`src/rtl/pwr_ret_pkg.sv`:
```
package pwr_ret_pkg;

  // How the retention control line is interpreted
  typedef enum logic {
    RET_LEVEL = 1'b0,
    RET_EDGE  = 1'b1
  } ret_mode_e;

endpackage

```
`src/rtl/pwr_ret_ctl.sv`:
```
// Turns the retention control line into one-cycle save / restore requests.
module pwr_ret_ctl
  import pwr_ret_pkg::*;
#(
  parameter ret_mode_e MODE = RET_LEVEL
) (
  input  logic clk,
  input  logic rst_n,
  input  logic ret_ctl,
  input  logic pwr_good,
  input  logic corrupt,
  output logic save_req,
  output logic restore_req
);

  // Always-on copy of the control line, used to find edges
  logic ctl_q;
  logic ctl_d;
  logic rise;
  logic fall;

  always_comb begin
    ctl_d = ret_ctl;
    rise  = ret_ctl & ~ctl_q;
    fall  = ~ret_ctl & ctl_q;
  end

  always_ff @(posedge clk or negedge rst_n) begin
    if (!rst_n) begin
      ctl_q <= 1'b0;
    end else begin
      ctl_q <= ctl_d;
    end
  end

  always_comb begin
    if (MODE == RET_EDGE) begin
      save_req    = rise & pwr_good & ~corrupt;
      restore_req = fall & pwr_good;
    end else begin
      save_req    = ret_ctl & pwr_good & ~corrupt;
      restore_req = ~ret_ctl & pwr_good & corrupt;
    end
  end

endmodule

```
`src/rtl/pwr_ret_slice.sv`:
```
// One working register with an optional always-on shadow.
module pwr_ret_slice #(
  parameter int DATA_W   = 8,
  parameter bit RETAINED = 1'b1
) (
  input  logic              clk,
  input  logic              rst_n,
  input  logic              load_en,
  input  logic [DATA_W-1:0] load_data,
  input  logic              save_req,
  input  logic              restore_req,
  output logic [DATA_W-1:0] q
);

  logic [DATA_W-1:0] main_q;
  logic [DATA_W-1:0] main_d;
  logic [DATA_W-1:0] restore_val;

  generate
    if (RETAINED) begin : g_shadow
      logic [DATA_W-1:0] shadow_q;
      logic [DATA_W-1:0] shadow_d;

      always_comb begin
        shadow_d = shadow_q;
        if (save_req) begin
          shadow_d = main_q;
        end
      end

      always_ff @(posedge clk or negedge rst_n) begin
        if (!rst_n) begin
          shadow_q <= '0;
        end else begin
          shadow_q <= shadow_d;
        end
      end

      assign restore_val = shadow_q;
    end else begin : g_plain
      logic unused_save;
      assign unused_save = save_req;
      assign restore_val = '0;
    end
  endgenerate

  always_comb begin
    main_d = main_q;
    if (restore_req) begin
      main_d = restore_val;
    end else if (load_en) begin
      main_d = load_data;
    end
  end

  always_ff @(posedge clk or negedge rst_n) begin
    if (!rst_n) begin
      main_q <= '0;
    end else begin
      main_q <= main_d;
    end
  end

  assign q = main_q;

endmodule

```
`src/rtl/pwr_ret_iso.sv`:
```
// Per-group output clamps.
module pwr_ret_iso #(
  parameter int              NUM_REGS   = 4,
  parameter int              DATA_W     = 8,
  parameter logic [NUM_REGS-1:0] CLAMP_ONES = '0
) (
  input  logic                       iso_en,
  input  logic [NUM_REGS*DATA_W-1:0] din,
  output logic [NUM_REGS*DATA_W-1:0] dout
);

  for (genvar g = 0; g < NUM_REGS; g++) begin : g_grp
    localparam logic [DATA_W-1:0] CLAMP_WORD = {DATA_W{CLAMP_ONES[g]}};
    assign dout[g*DATA_W +: DATA_W] = iso_en ? CLAMP_WORD : din[g*DATA_W +: DATA_W];
  end

endmodule

```
`src/rtl/pwr_ret_domain.sv`:
```
// Top: switchable register bank with shadows, corruption flag and clamps.
module pwr_ret_domain
  import pwr_ret_pkg::*;
#(
  parameter int                  NUM_REGS   = 4,
  parameter int                  DATA_W     = 8,
  parameter logic [NUM_REGS-1:0] RET_MASK   = 4'b0101,
  parameter logic [NUM_REGS-1:0] CLAMP_ONES = 4'b1010,
  parameter ret_mode_e           RET_MODE   = RET_LEVEL,
  localparam int                 IDX_W      = (NUM_REGS > 1) ? $clog2(NUM_REGS) : 1
) (
  input  logic                       clk,
  input  logic                       rst_n,
  input  logic                       wr_en,
  input  logic [IDX_W-1:0]           wr_idx,
  input  logic [DATA_W-1:0]          wr_data,
  input  logic                       ret_ctl,
  input  logic                       iso_en,
  input  logic                       pwr_good,
  output logic [NUM_REGS*DATA_W-1:0] data_out,
  output logic                       corrupt
);

  localparam int BUS_W = NUM_REGS * DATA_W;

  // Reset: asserted asynchronously, released after two edges
  logic [1:0] rst_sync_q;
  logic       rst_sync_n;

  always_ff @(posedge clk or negedge rst_n) begin
    if (!rst_n) begin
      rst_sync_q <= 2'b00;
    end else begin
      rst_sync_q <= {rst_sync_q[0], 1'b1};
    end
  end

  assign rst_sync_n = rst_sync_q[1];

  // Retention requests
  logic save_req;
  logic restore_req;

  pwr_ret_ctl #(
    .MODE (RET_MODE)
  ) u_ctl (
    .clk         (clk),
    .rst_n       (rst_sync_n),
    .ret_ctl     (ret_ctl),
    .pwr_good    (pwr_good),
    .corrupt     (corrupt),
    .save_req    (save_req),
    .restore_req (restore_req)
  );

  // Corruption flag
  logic corrupt_q;
  logic corrupt_d;

  always_comb begin
    corrupt_d = corrupt_q;
    if (!pwr_good) begin
      corrupt_d = 1'b1;
    end else if (restore_req) begin
      corrupt_d = 1'b0;
    end
  end

  always_ff @(posedge clk or negedge rst_sync_n) begin
    if (!rst_sync_n) begin
      corrupt_q <= 1'b0;
    end else begin
      corrupt_q <= corrupt_d;
    end
  end

  assign corrupt = corrupt_q;

  // Register bank
  logic [NUM_REGS-1:0] load_hit;
  logic [BUS_W-1:0]    bank_q;

  for (genvar i = 0; i < NUM_REGS; i++) begin : g_reg
    assign load_hit[i] = wr_en & pwr_good & (wr_idx == IDX_W'(i));

    pwr_ret_slice #(
      .DATA_W   (DATA_W),
      .RETAINED (RET_MASK[i])
    ) u_slice (
      .clk         (clk),
      .rst_n       (rst_sync_n),
      .load_en     (load_hit[i]),
      .load_data   (wr_data),
      .save_req    (save_req),
      .restore_req (restore_req),
      .q           (bank_q[i*DATA_W +: DATA_W])
    );
  end

  // Output clamps
  pwr_ret_iso #(
    .NUM_REGS   (NUM_REGS),
    .DATA_W     (DATA_W),
    .CLAMP_ONES (CLAMP_ONES)
  ) u_iso (
    .iso_en (iso_en),
    .din    (bank_q),
    .dout   (data_out)
  );

endmodule

```
`config.mk`:
```
export PLATFORM = sky130hd
export DESIGN_NAME = pwr_ret_domain
export DESIGN_NICKNAME = d
export VERILOG_FILES = /design/src/rtl/pwr_ret_pkg.sv /design/src/rtl/pwr_ret_ctl.sv /design/src/rtl/pwr_ret_slice.sv /design/src/rtl/pwr_ret_iso.sv /design/src/rtl/pwr_ret_domain.sv
export SDC_FILE = /design/constraint.sdc
export NUM_CORES = 1
export LEC_CHECK = 0
export BUFFER_PORTS_ARGS = -buffer_cell sky130_fd_sc_hd__buf_2
export CORE_ASPECT_RATIO = 0.5
export CORE_UTILIZATION = 30
export CTS_CLUSTER_DIAMETER = 30
export DETAILED_ROUTE_END_ITERATION = 16
export PLACE_DENSITY_LB_ADDON = 0.12
export SLEW_MARGIN = 15
export SYNTH_ARGS = -nofsm -noshare
export SYNTH_HDL_FRONTEND = slang
export SYNTH_SLANG_ARGS = --single-unit
```
`constraint.sdc`:
```
create_clock -name clk -period 1.85 [get_ports clk]
set_input_delay 0.2775 -clock clk [delete_from_list [all_inputs] [get_ports clk]]
set_output_delay 0.2775 -clock clk [all_outputs]
set_load 0.05 [all_outputs]
```
==> results.txt, run 1 <==
----------------------------------------------------
[Critical path]
  CP max stage cell ... or2_2
  Largest stage delay on the critical path ... ~0.30 ns
  Biggest fanout along the worst timing path ... 21
  Data required time of the worst path ... roughly 1.6 ns
  Cell type with the highest occurrence count on the critical path ... buf_2
  Arrival time at the worst endpoint ... approximately 1.2 ns
  Worst Path Class, Setup ... primary input to primary output
  Number of buffer and inverter stages on the critical path ... 3
  Cell breakdown of the critical path ... buf_2 -> buf_12 -> or2_2 -> buf_2
  Critical path's top delay family ... buffers and inverters
  Type of destination of the critical path ... primary output
  Critical path startpoint category ... primary input

[STA]
  Accumulated negative setup slack ... 0 ns
  Final Max Tran Viols ... 0
  Fin crit period ... 1.457 ns
  Final hold viol count ... 0
  Share of the clock period used by the worst path after layout ... slightly below 80%
  Tightest slew margin relative to the limit ... between 50% and 60%
  Worst hold margin ... around 0.24 ns
  Setup violators final ... 0
  Clock Skews ... 0.004865 ns
  Slew at the pin closest to its max-slew limit ... 0.6223 ns
  F_max ... just under 700 MHz
  RSZ-0062 raised after global routing ... false

[Global routing]
  Total gr overflow ... 0
  Total global routing track utilization ... between 10% and 20%
  Initial antenna violation count ... 0
  Vias in the first global route ... ~1700
  Pin count of the biggest net entering global routing ... 50
  First-pass GRT wire length ... ~9000 microns

[Placement]
  # port buffers ... 48
  Final weighted congestion in routability-driven placement ... 0.6849
  Area post-placement ... ~0.0027 sq mm
  HPWL reported at the end of detailed placement ... roughly 3600 microns

[Die]
  Die Height ... around 65 microns
  Effective utilization at floorplan ... a little under a third
  Core box area ... ~0.0075 sq mm
  Area of the die ... 0.008370 sq mm
  Number of ports placed on the die boundary ... roughly 50
  Site row count ... 22
  Chip Width ... roughly 130 microns

[Clock network]
  TritonCTS clock tree ... yes
  Library cell used as clock root buffer ... clkbuf_16
  CTS Buf Count ... 5
  Clock Sink Count ... 51
  Number of H-tree levels ... 2
  Clock transition at the registers of the reported paths ... 0.07 ns
  Maximum buffer depth of the clock tree ... 2
  Clk_lat worst skew ... approximately 0.29 ns

[Yosys]
  Area share of the leading cell type in the synthesized netlist ... 53.26%
  Syn_nets ... ~240
  Cells after synthesis ... 220
  Average footprint of a synthesized cell ... roughly 11 sq um
  Count of unique library cells instantiated by Yosys ... 22
  Synth area leaders ... dfrtp_1, nand2_1, mux2i_1
  Post-synth design cell area ... ~0.0024 sq mm
  Top cells by count, synth ... dfrtp_1, nand2_1
  Number of enable-type register cells in the synthesized netlist ... 0
  Most used DFF post-synth ... dfrtp_1
  Sequential share of the synthesized area ... 53.26%
  Ys async rst share ... between 90% and 100%
  Synthesis-stage register bit count ... a little over 50
  Library cell with the highest instance count after synthesis ... dfrtp_1
  Total of warnings raised by yosys ... 0
  Synth area leader ... dfrtp_1

[Power and ir drop]
  Pwr Density ... roughly 1300 mW/mm^2
  Worst vdd ir ... between 0.3 and 0.4 mV
  Leakage power summed over all cells ... roughly 1.4 nW

[Final layout]
  Share of layout cells above drive strength 1 ... between 30% and 40%
  Area growth, synth to finish ... 21.88%
  Non-Filler Cell Area, Final ... between 0.002 and 0.003 sq mm
  Number of nets in the layout ... roughly 280
  Inserted Diodes ... 0

[Worst hold path]
  Hold Path Class ... primary input to flip-flop

[Route]
  DRC violations left ... 0
  Drt first pass iters ... 4
  Number of nets with antenna violations after routing ... 0
  Detailed Route WL ... between 5000 and 6000 microns
  Drt via density ... roughly 4.5
  Average routed wire per standard cell ... roughly 15 microns
  Count of routing violations after the opening detailed-route iteration ... 53
  Overall via count from detail_route ... around 1700

[Run status]
  Status ... finished clean

[Flow run]
  Max Cap Violations ... 0

----------------------------------------------------
==> power breakdown <==
group / internal (W) / switching [W] / leakage [nW] / total (W)
Combinational: 0.000403 / 0.000610 / 0.689 / 0.00101
Sequential: 0.00142 / 0.000179 / 0.665 / 0.00159
Clock: 0.000776 / 0.000406 / 0.0911 / 0.00118
==> cell type report <==
class,count,area [sq um]
timing repair buffer,53,305.3
tap,108,135.1
clock buffer,6,128.9
multi-input combinational,155,1013
fill,754,4594
clock inverter,2,60.06
sequential,51,1277
==> placed cells by master, fill, tap and decap left out, drive strengths merged, types with 6 or more instances in the layout <==
cell / instances
a21oi: 16
buf: 52
clkbuf: 6
dfrtp: 51
mux2: 16
mux2i: 16
nand2: 50
nor2b: 16
o21ai: 16
or2: 16
==> state kept, by name, summed over array words and instances, names as in the netlist <==
signal and cells:
g.u_slice.q 32, rst_sync_q 2, g.u_slice.g_shadow.shadow_q 16, corrupt 1
==> metrics by stage <==
stage | instances | total power (W) | worst slack (ns) | utilization, %
floorplan | 220 | 0.002397 | 0.3252 | -
global placement | 366 | 0.002605 | 0.3333 | 36.21
detailed placement | 366 | 0.002635 | 0.3142 | 36.21
CTS | 375 | 0.003843 | 0.3745 | 38.86
global route | 375 | 0.003994 | 0.3496 | 38.86
finish | 375 | 0.003790 | 0.3932 | 38.86
==> cells by family after synthesis <==
family          Yosys count  share of synthesized area (%)
simple gates             90                          19.69
flops                    51                          53.26
compound gates           32                          6.684
mux                      32                          15.77
buf+inv                  14                          4.438
other cells               1                         0.1565
==> layer usage <==
layer / share of wire, % / wire, microns / global-route usage, %
met5: 0 / 0 / 0
met4: 1.2 / 67 / 4.853
met3: 4.7 / 259 / 3.827
met2: 48 / 2651 / 24.73
met1: 46 / 2533 / 18.39
==> worst paths after layout <==
| kind | startpoint | end | slack (ns) | cells past startpoint |
|---|---|---|---|---|
| worst min-delay path | pwr_good | corrupt | 0.24 | 2 |
| max in group asynchronous | rst_sync_q[1] | g_reg[2].u_slice.g_shadow.shadow_q[5] | 1.07 | 1 |
| worst max-delay path | iso_en | data_out[8] | 0.39 | 4 |
| min in group asynchronous | rst_n | rst_sync_q[0] | 0.29 | 2 |
| worst min register to register | rst_sync_q[0] | rst_sync_q[1] | 0.36 | 0 |
| worst max register to register | corrupt | g_reg[2].u_slice.g_shadow.shadow_q[3] | 0.54 | 2 |
==> what timing repair did <==
| item | in CTS | in global routing |
|---|---|---|
| hold endpoints to repair | 2 | 0 |
| hold buffers | 1 | 0 |
| buffers inserted | 0 | 0 |
| gates resized for setup | 0 | 0 |
No activity file was read; power rests on OpenSTA's default activity.
==> run 2: changes to the inputs <==
Settings changed: ABC_AREA from default to 1.
Clock period 1.85 ns to 1.3 ns, I/O delays scaled along.
==> run 2 against run 1 <==
The run now ends with negative setup slack left. Global-route usage up 1.9 points. Sequential share of layout area down 6.0 points. Worst hold slack got worse by 0.058 ns. Highest routed layer unchanged.
==> results.txt, run 2 <==
----------------------------------------------------
[STA]
  Share of the clock period used by the worst path after layout ... 100.0%
  Final hold viol count ... 0
  Clock Skews ... between 0.006 and 0.007 ns
  Final Max Tran Viols ... 0
  Setup violators final ... 1
  F_max ... just under 800 MHz
  Min setup slack post-route ... -0.0004113 ns
  Fin crit period ... approximately 1.3 ns
  RSZ-0062 raised after global routing ... true
  Worst hold margin ... between 0.15 and 0.2 ns

[Power and ir drop]
  Leakage power summed over all cells ... around 1.8 nW
  Worst vdd ir ... between 0.8 and 0.9 mV
  Pwr Density ... ~1400 mW/mm^2

[Route]
  Drt first pass iters ... 4
  Count of routing violations after the opening detailed-route iteration ... 103
  Detailed Route WL ... 6681 microns
  Drt via density ... around 4.6
  Overall via count from detail_route ... 2210
  Number of nets with antenna violations after routing ... 0
  DRC violations left ... 0
  Average routed wire per standard cell ... between 10 and 15 microns

[Critical path]
  Data required time of the worst path ... ~1.1 ns
  Largest stage delay on the critical path ... 0.38 ns
  Biggest fanout along the worst timing path ... 2
  Critical path's top delay family ... flip-flops
  Worst Path Class, Setup ... flip-flop to primary output
  CP max stage cell ... dfrtp_1
  Arrival time at the worst endpoint ... ~1.1 ns
  Number of buffer and inverter stages on the critical path ... 1
  Cell breakdown of the critical path ... or2_2 -> buf_6
  Type of destination of the critical path ... primary output
  Critical path startpoint category ... flip-flop

[Placement]
  Placed Instances ... between 400 and 500
  Final weighted congestion in routability-driven placement ... around 0.78
  Pre-CTS setup slack ... -0.03334 ns
  # port buffers ... 48
  HPWL reported at the end of detailed placement ... roughly 4600 microns

[Final layout]
  Most common cell after layout, fill and taps aside ... nand2_1
  Area growth, synth to finish ... 34.88%
  Inserted Diodes ... 0
  Final std cells w/o fill ... 480
  Fillcell total ... 818
  Multi-input combinational cell area ... between 0.001 and 0.0015 sq mm
  Share of layout cells above drive strength 1 ... between 20% and 30%
  Number of nets in the layout ... between 300 and 400
  Footprint of the flip-flops and latches ... around 0.0013 sq mm
  Max reg flops ... 32
  Highest-count cells in the layout ignoring fill and taps ... nand2_1, dfrtp_1, nand3_1, buf_4

[Die]
  Area of the die ... just under 0.009 sq mm
  Number of ports placed on the die boundary ... 49
  Effective utilization at floorplan ... between 30% and 40%
  Core box area ... 0.008058 sq mm
  Die Height ... 66.74 microns
  Site row count ... 23
  Chip Width ... about 130 microns

[Global routing]
  Vias in the first global route ... 2253
  Peak-usage layer in the global routing report ... met2
  Total gr overflow ... 0
  First-pass GRT wire length ... roughly 11000 microns
  Met3 layer usage reported by global route ... between 4 and 5%
  Pin count of the biggest net entering global routing ... 50
  Initial antenna violation count ... 0
  Total global routing track utilization ... about 17%
  GR Layer Usage met2 ... between 20% and 30%
  Met1 capacity usage during global routing ... a little over a fifth

[Clock network]
  Maximum buffer depth of the clock tree ... 2
  TritonCTS clock tree ... yes
  CTS Buf Count ... 5
  Clk_lat worst skew ... 0.29 ns
  Library cell used as clock root buffer ... clkbuf_16
  Clock transition at the registers of the reported paths ... ~0.070 ns
  Clock Sink Count ... 51
  Number of H-tree levels ... 2

[Yosys]
  Ys async rst share ... between 90% and 100%
  Synth area leader ... dfrtp_1
  Post-synth design cell area ... ~0.0025 sq mm
  Total of warnings raised by yosys ... 0
  Area share of the leading cell type in the synthesized netlist ... about half
  Most used DFF post-synth ... dfrtp_1
  Sequential share of the synthesized area ... 50.75%
  Top cells by count, synth ... nand2_1, dfrtp_1, nand3_1, inv_1, nor2_1
  Cells after synthesis ... about 300
  Synthesis-stage register bit count ... slightly above 50
  Count of unique library cells instantiated by Yosys ... 19
  Synth area leaders ... dfrtp_1, nand2_1, nand3_1
  Syn_nets ... 321
  Library cell with the highest instance count after synthesis ... nand2_1
  Number of enable-type register cells in the synthesized netlist ... 0
  Average footprint of a synthesized cell ... between 8 and 9 sq um

[Flow run]
  Max Cap Violations ... 0

[Run status]
  Status ... finished, violations left
  Failing checks ... negative setup slack

[Worst hold path]
  Hold Path Class ... primary input to flip-flop

----------------------------------------------------
==> run 2: changes by cell type after synthesis, moves of 7 or more <==
| cell | previous run | this run |
|---|---|---|
| nand3_1 | 0 | 48 |
| nand2_1 | 50 | 90 |
| inv_1 | 0 | 18 |
| nor2_1 | 0 | 18 |
| a21oi_1 | 16 | 0 |
| mux2i_1 | 16 | 0 |
| nor2b_1 | 16 | 0 |
| nand4_1 | 1 | 16 |
| mux2_4 | 10 | 0 |
| buf_2 | 3 | 10 |
| o21ai_0 | 0 | 7 |
==> run 2: cells by family (layout without fill, tap and decap cells) <==
group,Yosys count,after routing,synth area share [%]
simple gates,197,197,38.26
flops,51,51,50.75
buf+inv,39,102,7.463
compound gates,17,17,3.383
other cells,1,1,0.1491
==> run 2: final timing paths <==
kind | start | end | slack [ns] | cells after the start
setup reg to reg | corrupt | g_reg[2].u_slice.g_shadow.shadow_q[1] | 0.10 | 6
min in group asynchronous | rst_n | rst_sync_q[0] | 0.22 | 2
hold / removal | wr_data[0] | g_reg[3].u_slice.q[0] | 0.19 | 3
setup / recovery | g_reg[3].u_slice.q[4] | data_out[28] | -0.0004 | 2
max in group asynchronous | rst_sync_q[1] | corrupt | 0.80 | 1
hold reg to reg | rst_sync_q[1] | g_reg[2].u_slice.g_shadow.shadow_q[4] | 0.25 | 1
==> run 2: power by group <==
group / total, W / internal, W / switching [W]
logic: 0.00131 / 0.000487 / 0.000819
clock network: 0.00129 / 0.000704 / 0.000585
registers: 0.00199 / 0.00184 / 0.000146
total: 0.00458 / 0.00303 / 0.00155
==> run 2: final cells by class <==
class                   count  share of cell area, %
flip-flops and latches     51                  37.70
clock inverters             3                 0.4426
clock buffers               5                  3.689
repair buffers             72                  19.59
multi-input cells         215                  31.94
inverters                  22                  2.508
well taps                 112                  4.131
==> run 2: metal layers <==
metal	share of wire, %	wire [microns]	vias up
met2	44	2946	47
li1	-	-	1103
met4	0.72	48	0
met3	4.6	309	5
met1	51	3376	1055
met5	0	0	-
==> run 2: stage by stage <==
step | power [W] | setup TNS (ns) | util [%] | area [sq um]
2_1_floorplan | 0.002836 | 0 | - | 2524
3_3_place_gp | 0.003126 | 0 | 36.52 | 2943
3_5_place_dp | 0.003143 | -0.4384 | 36.52 | 2943
4_1_cts | 0.004579 | -0.08447 | 40.92 | 3297
5_1_grt | 0.004869 | -0.09238 | 42.10 | 3392
6_report | 0.004583 | -0.0004113 | 42.10 | 3392
==> run 2: timing repair <==
item / 4_1_cts / 5_1_grt
hold buffers: 1 / 0
hold endpoints to repair: 2 / 0
resized for setup: 49 / 34
endpoints found under the setup margin: 19 / 24
setup buffers: 7 / 3
==> run 2: worst register-to-register path: stages, from the launching register on <==
cell and delay (ns):
dfrtp_2 0.42, buf_4 0.17, inv_1 0.08, nand3_2 0.09, buf_12 0.18, nand2_1 0.08, o21ai_0 0.07
==> run 3: changes to the inputs <==
==> constraint.sdc (replaced) <==
create_clock -name clk -period 1.3 [get_ports clk]
set_input_delay 0.195 -clock clk [delete_from_list [all_inputs] [get_ports clk]]
set_output_delay 0.195 -clock clk [all_outputs]
set_load 0.1 [all_outputs]
==> run 3 against run 2 <==
The flow still finishes with violations (negative setup slack). Register-to-register slack worse by 0.03 ns. Fmax is 1.2% lower. Worst setup slack worse by 0.016 ns. Largest cell class is now multi-input combinational cells. Highest routed layer unchanged.
==> results.txt, run 3 (synthesized netlist as in run 2, its figures left out) <==
----------------------------------------------------
[Run status]
  Status ... finished, violations left
  Failing checks ... negative setup slack

[Power and ir drop]
  Switching part of the total ... between 30% and 40%
  Share of total power in sequential cells ... between 30% and 40%
  Pwr Density ... about 1400 mW/mm^2
  Leakage power summed over all cells ... 2.006 nW
  Worst vdd ir ... 0.5948 mV
  Net switching power ... around 0.0021 W
  Power share of the clock group ... between 20 and 30%
  Combinational fraction of design power ... 35.9%
  Overall Power ... between 0.005 and 0.006 W
  Internal Dissipation ... 0.003713 W

[Global routing]
  Vias in the first global route ... roughly 2300
  Pin count of the biggest net entering global routing ... 50
  First-pass GRT wire length ... roughly 12000 microns
  Total global routing track utilization ... 17.63%
  Initial antenna violation count ... 0
  Total gr overflow ... 0

[Final layout]
  Fillcell total ... 734
  Share of layout cells above drive strength 1 ... between 40% and 50%
  Number of nets in the layout ... 389
  Inserted Diodes ... 0
  Multi-input combinational cell area ... approximately 0.0013 sq mm
  Max reg flops ... 32
  Area growth, synth to finish ... 61.59%
  Highest-count cells in the layout ignoring fill and taps ... nand2_1, dfrtp_1, buf_12, nand3_1, buf_4
  Most common cell after layout, fill and taps aside ... nand2_1
  Footprint of the flip-flops and latches ... about 0.0013 sq mm

[Route]
  Drt first pass iters ... 4
  Overall via count from detail_route ... roughly 2300
  Detailed Route WL ... slightly below 7000 microns
  Count of routing violations after the opening detailed-route iteration ... roughly 180
  Number of nets with antenna violations after routing ... 0
  Average routed wire per standard cell ... 14.23 microns
  Drt via density ... roughly 4.7
  DRC violations left ... 0

[STA]
  Final Max Tran Viols ... 0
  Clock Skews ... 0.004511 ns
  Min setup slack post-route ... -0.01683 ns
  F_max ... 759.4 MHz
  Share of the clock period used by the worst path after layout ... 101.3%
  Fin crit period ... ~1.3 ns
  Final hold viol count ... 0
  RSZ-0062 raised after global routing ... true
  Setup violators final ... 4

[Flow run]
  Max Cap Violations ... 0

[Critical path]
  CP max stage cell ... dfrtp_1
  Critical path startpoint category ... flip-flop
  Type of destination of the critical path ... primary output
  Biggest fanout along the worst timing path ... 2
  Number of buffer and inverter stages on the critical path ... 1
  Arrival time at the worst endpoint ... 1.12 ns
  Critical path's top delay family ... flip-flops
  Data required time of the worst path ... 1.11 ns
  Largest stage delay on the critical path ... 0.39 ns
  Cell breakdown of the critical path ... or2_4 -> buf_12
  Worst Path Class, Setup ... flip-flop to primary output

[Clock network]
  Clock transition at the registers of the reported paths ... 0.07 ns
  TritonCTS clock tree ... yes
  Clk_lat worst skew ... 0.30 ns
  Maximum buffer depth of the clock tree ... 2
  Clock Sink Count ... 51
  CTS Buf Count ... 5
  Library cell used as clock root buffer ... clkbuf_16
  Number of H-tree levels ... 2

[Placement]
  Pre-CTS setup slack ... 0.09013 ns
  # port buffers ... 48
  HPWL reported at the end of detailed placement ... roughly 4900 microns
  Final weighted congestion in routability-driven placement ... about 0.79

[Die]
  Effective utilization at floorplan ... between 30% and 40%
  Core box area ... between 0.008 and 0.009 sq mm
  Number of ports placed on the die boundary ... 49
  Chip Width ... between 100 and 150 microns
  Area of the die ... 0.008775 sq mm
  Site row count ... 23
  Die Height ... between 60 and 70 microns

[Worst hold path]
  Hold Path Class ... primary input to flip-flop

----------------------------------------------------
## run 3: changes by cell type in the layout (fill, tap and decap cells not counted), sizes merged
cell and delta:
bufinv +2, clkinvlp +1, buf +8, clkinv -3
clkbuf -2
## run 3: path summary, 6_finish.rpt
check                                           start                                     to  slack, ns  cells past startpoint
worst min-delay path                       wr_data[0]                  g_reg[3].u_slice.q[0]       0.17                      3
worst min register to register          rst_sync_q[1]  g_reg[0].u_slice.g_shadow.shadow_q[6]       0.24                      1
worst max-delay path            g_reg[3].u_slice.q[3]                           data_out[27]      -0.02                      2
min in group asynchronous                       rst_n                          rst_sync_q[0]       0.20                      2
max in group asynchronous               rst_sync_q[1]                  g_reg[1].u_slice.q[7]       0.80                      1
worst max register to register                corrupt                  g_reg[1].u_slice.q[3]       0.07                      5
## run 3: power by group through the flow
stage	sequential [W]	combinational [W]	clock (W)
5_1_grt	0.00203	0.00222	0.00182
4_1_cts	0.00200	0.00207	0.00176
3_3_place_gp	0.00203	0.00196	0
3_5_place_dp	0.00204	0.00198	0
2_1_floorplan	0.00201	0.00131	0
6_report	0.00200	0.00209	0.00173
## run 3: repair_timing
item | in CTS | in global routing
setup endpoints to repair | 16 | 18
setup buffers | 12 | 5
resized for setup | 16 | 5
pin swaps | 0 | 6
hold buffers | 1 | 0
hold endpoints to repair | 2 | 0
## run 3: layout make-up
cell class	instances	share of cell area, %
multi-input cells	215	32.27
flip-flops and latches	51	31.53
inverters	22	2.155
clock buffers	5	3.079
repair buffers	78	25.86
clock inverters	3	1.663
well taps	112	3.448
## run 3: routing by layer
layer | part of all wire [%] | wire [microns] | global-route usage [%]
met1 | 48 | 3338 | 23.77
met2 | 44 | 3063 | 27.91
met3 | 5.3 | 364 | 4.110
met4 | 2.2 | 150 | 6.105
met5 | 0 | 0 | 0
## run 3: worst min-delay path, cell delays in order
cell and delay, ns:
buf_2 0.13, nand3_2 0.06, nand2_1 0.04
## run 3: through the flow
step	utilization, %	hold slack [ns]	instances	cell area [sq um]	setup TNS, ns
floorplan	-	-0.1006	305	2761	-5.098
global placement	45.59	-0.01830	460	3674	0
finish	50.43	0.1694	486	4064	-0.03008
detailed placement	45.59	-0.01605	460	3674	0
global route	50.43	0.1745	486	4064	-0.2754
CTS	49.72	0.1615	481	4006	-0.01705
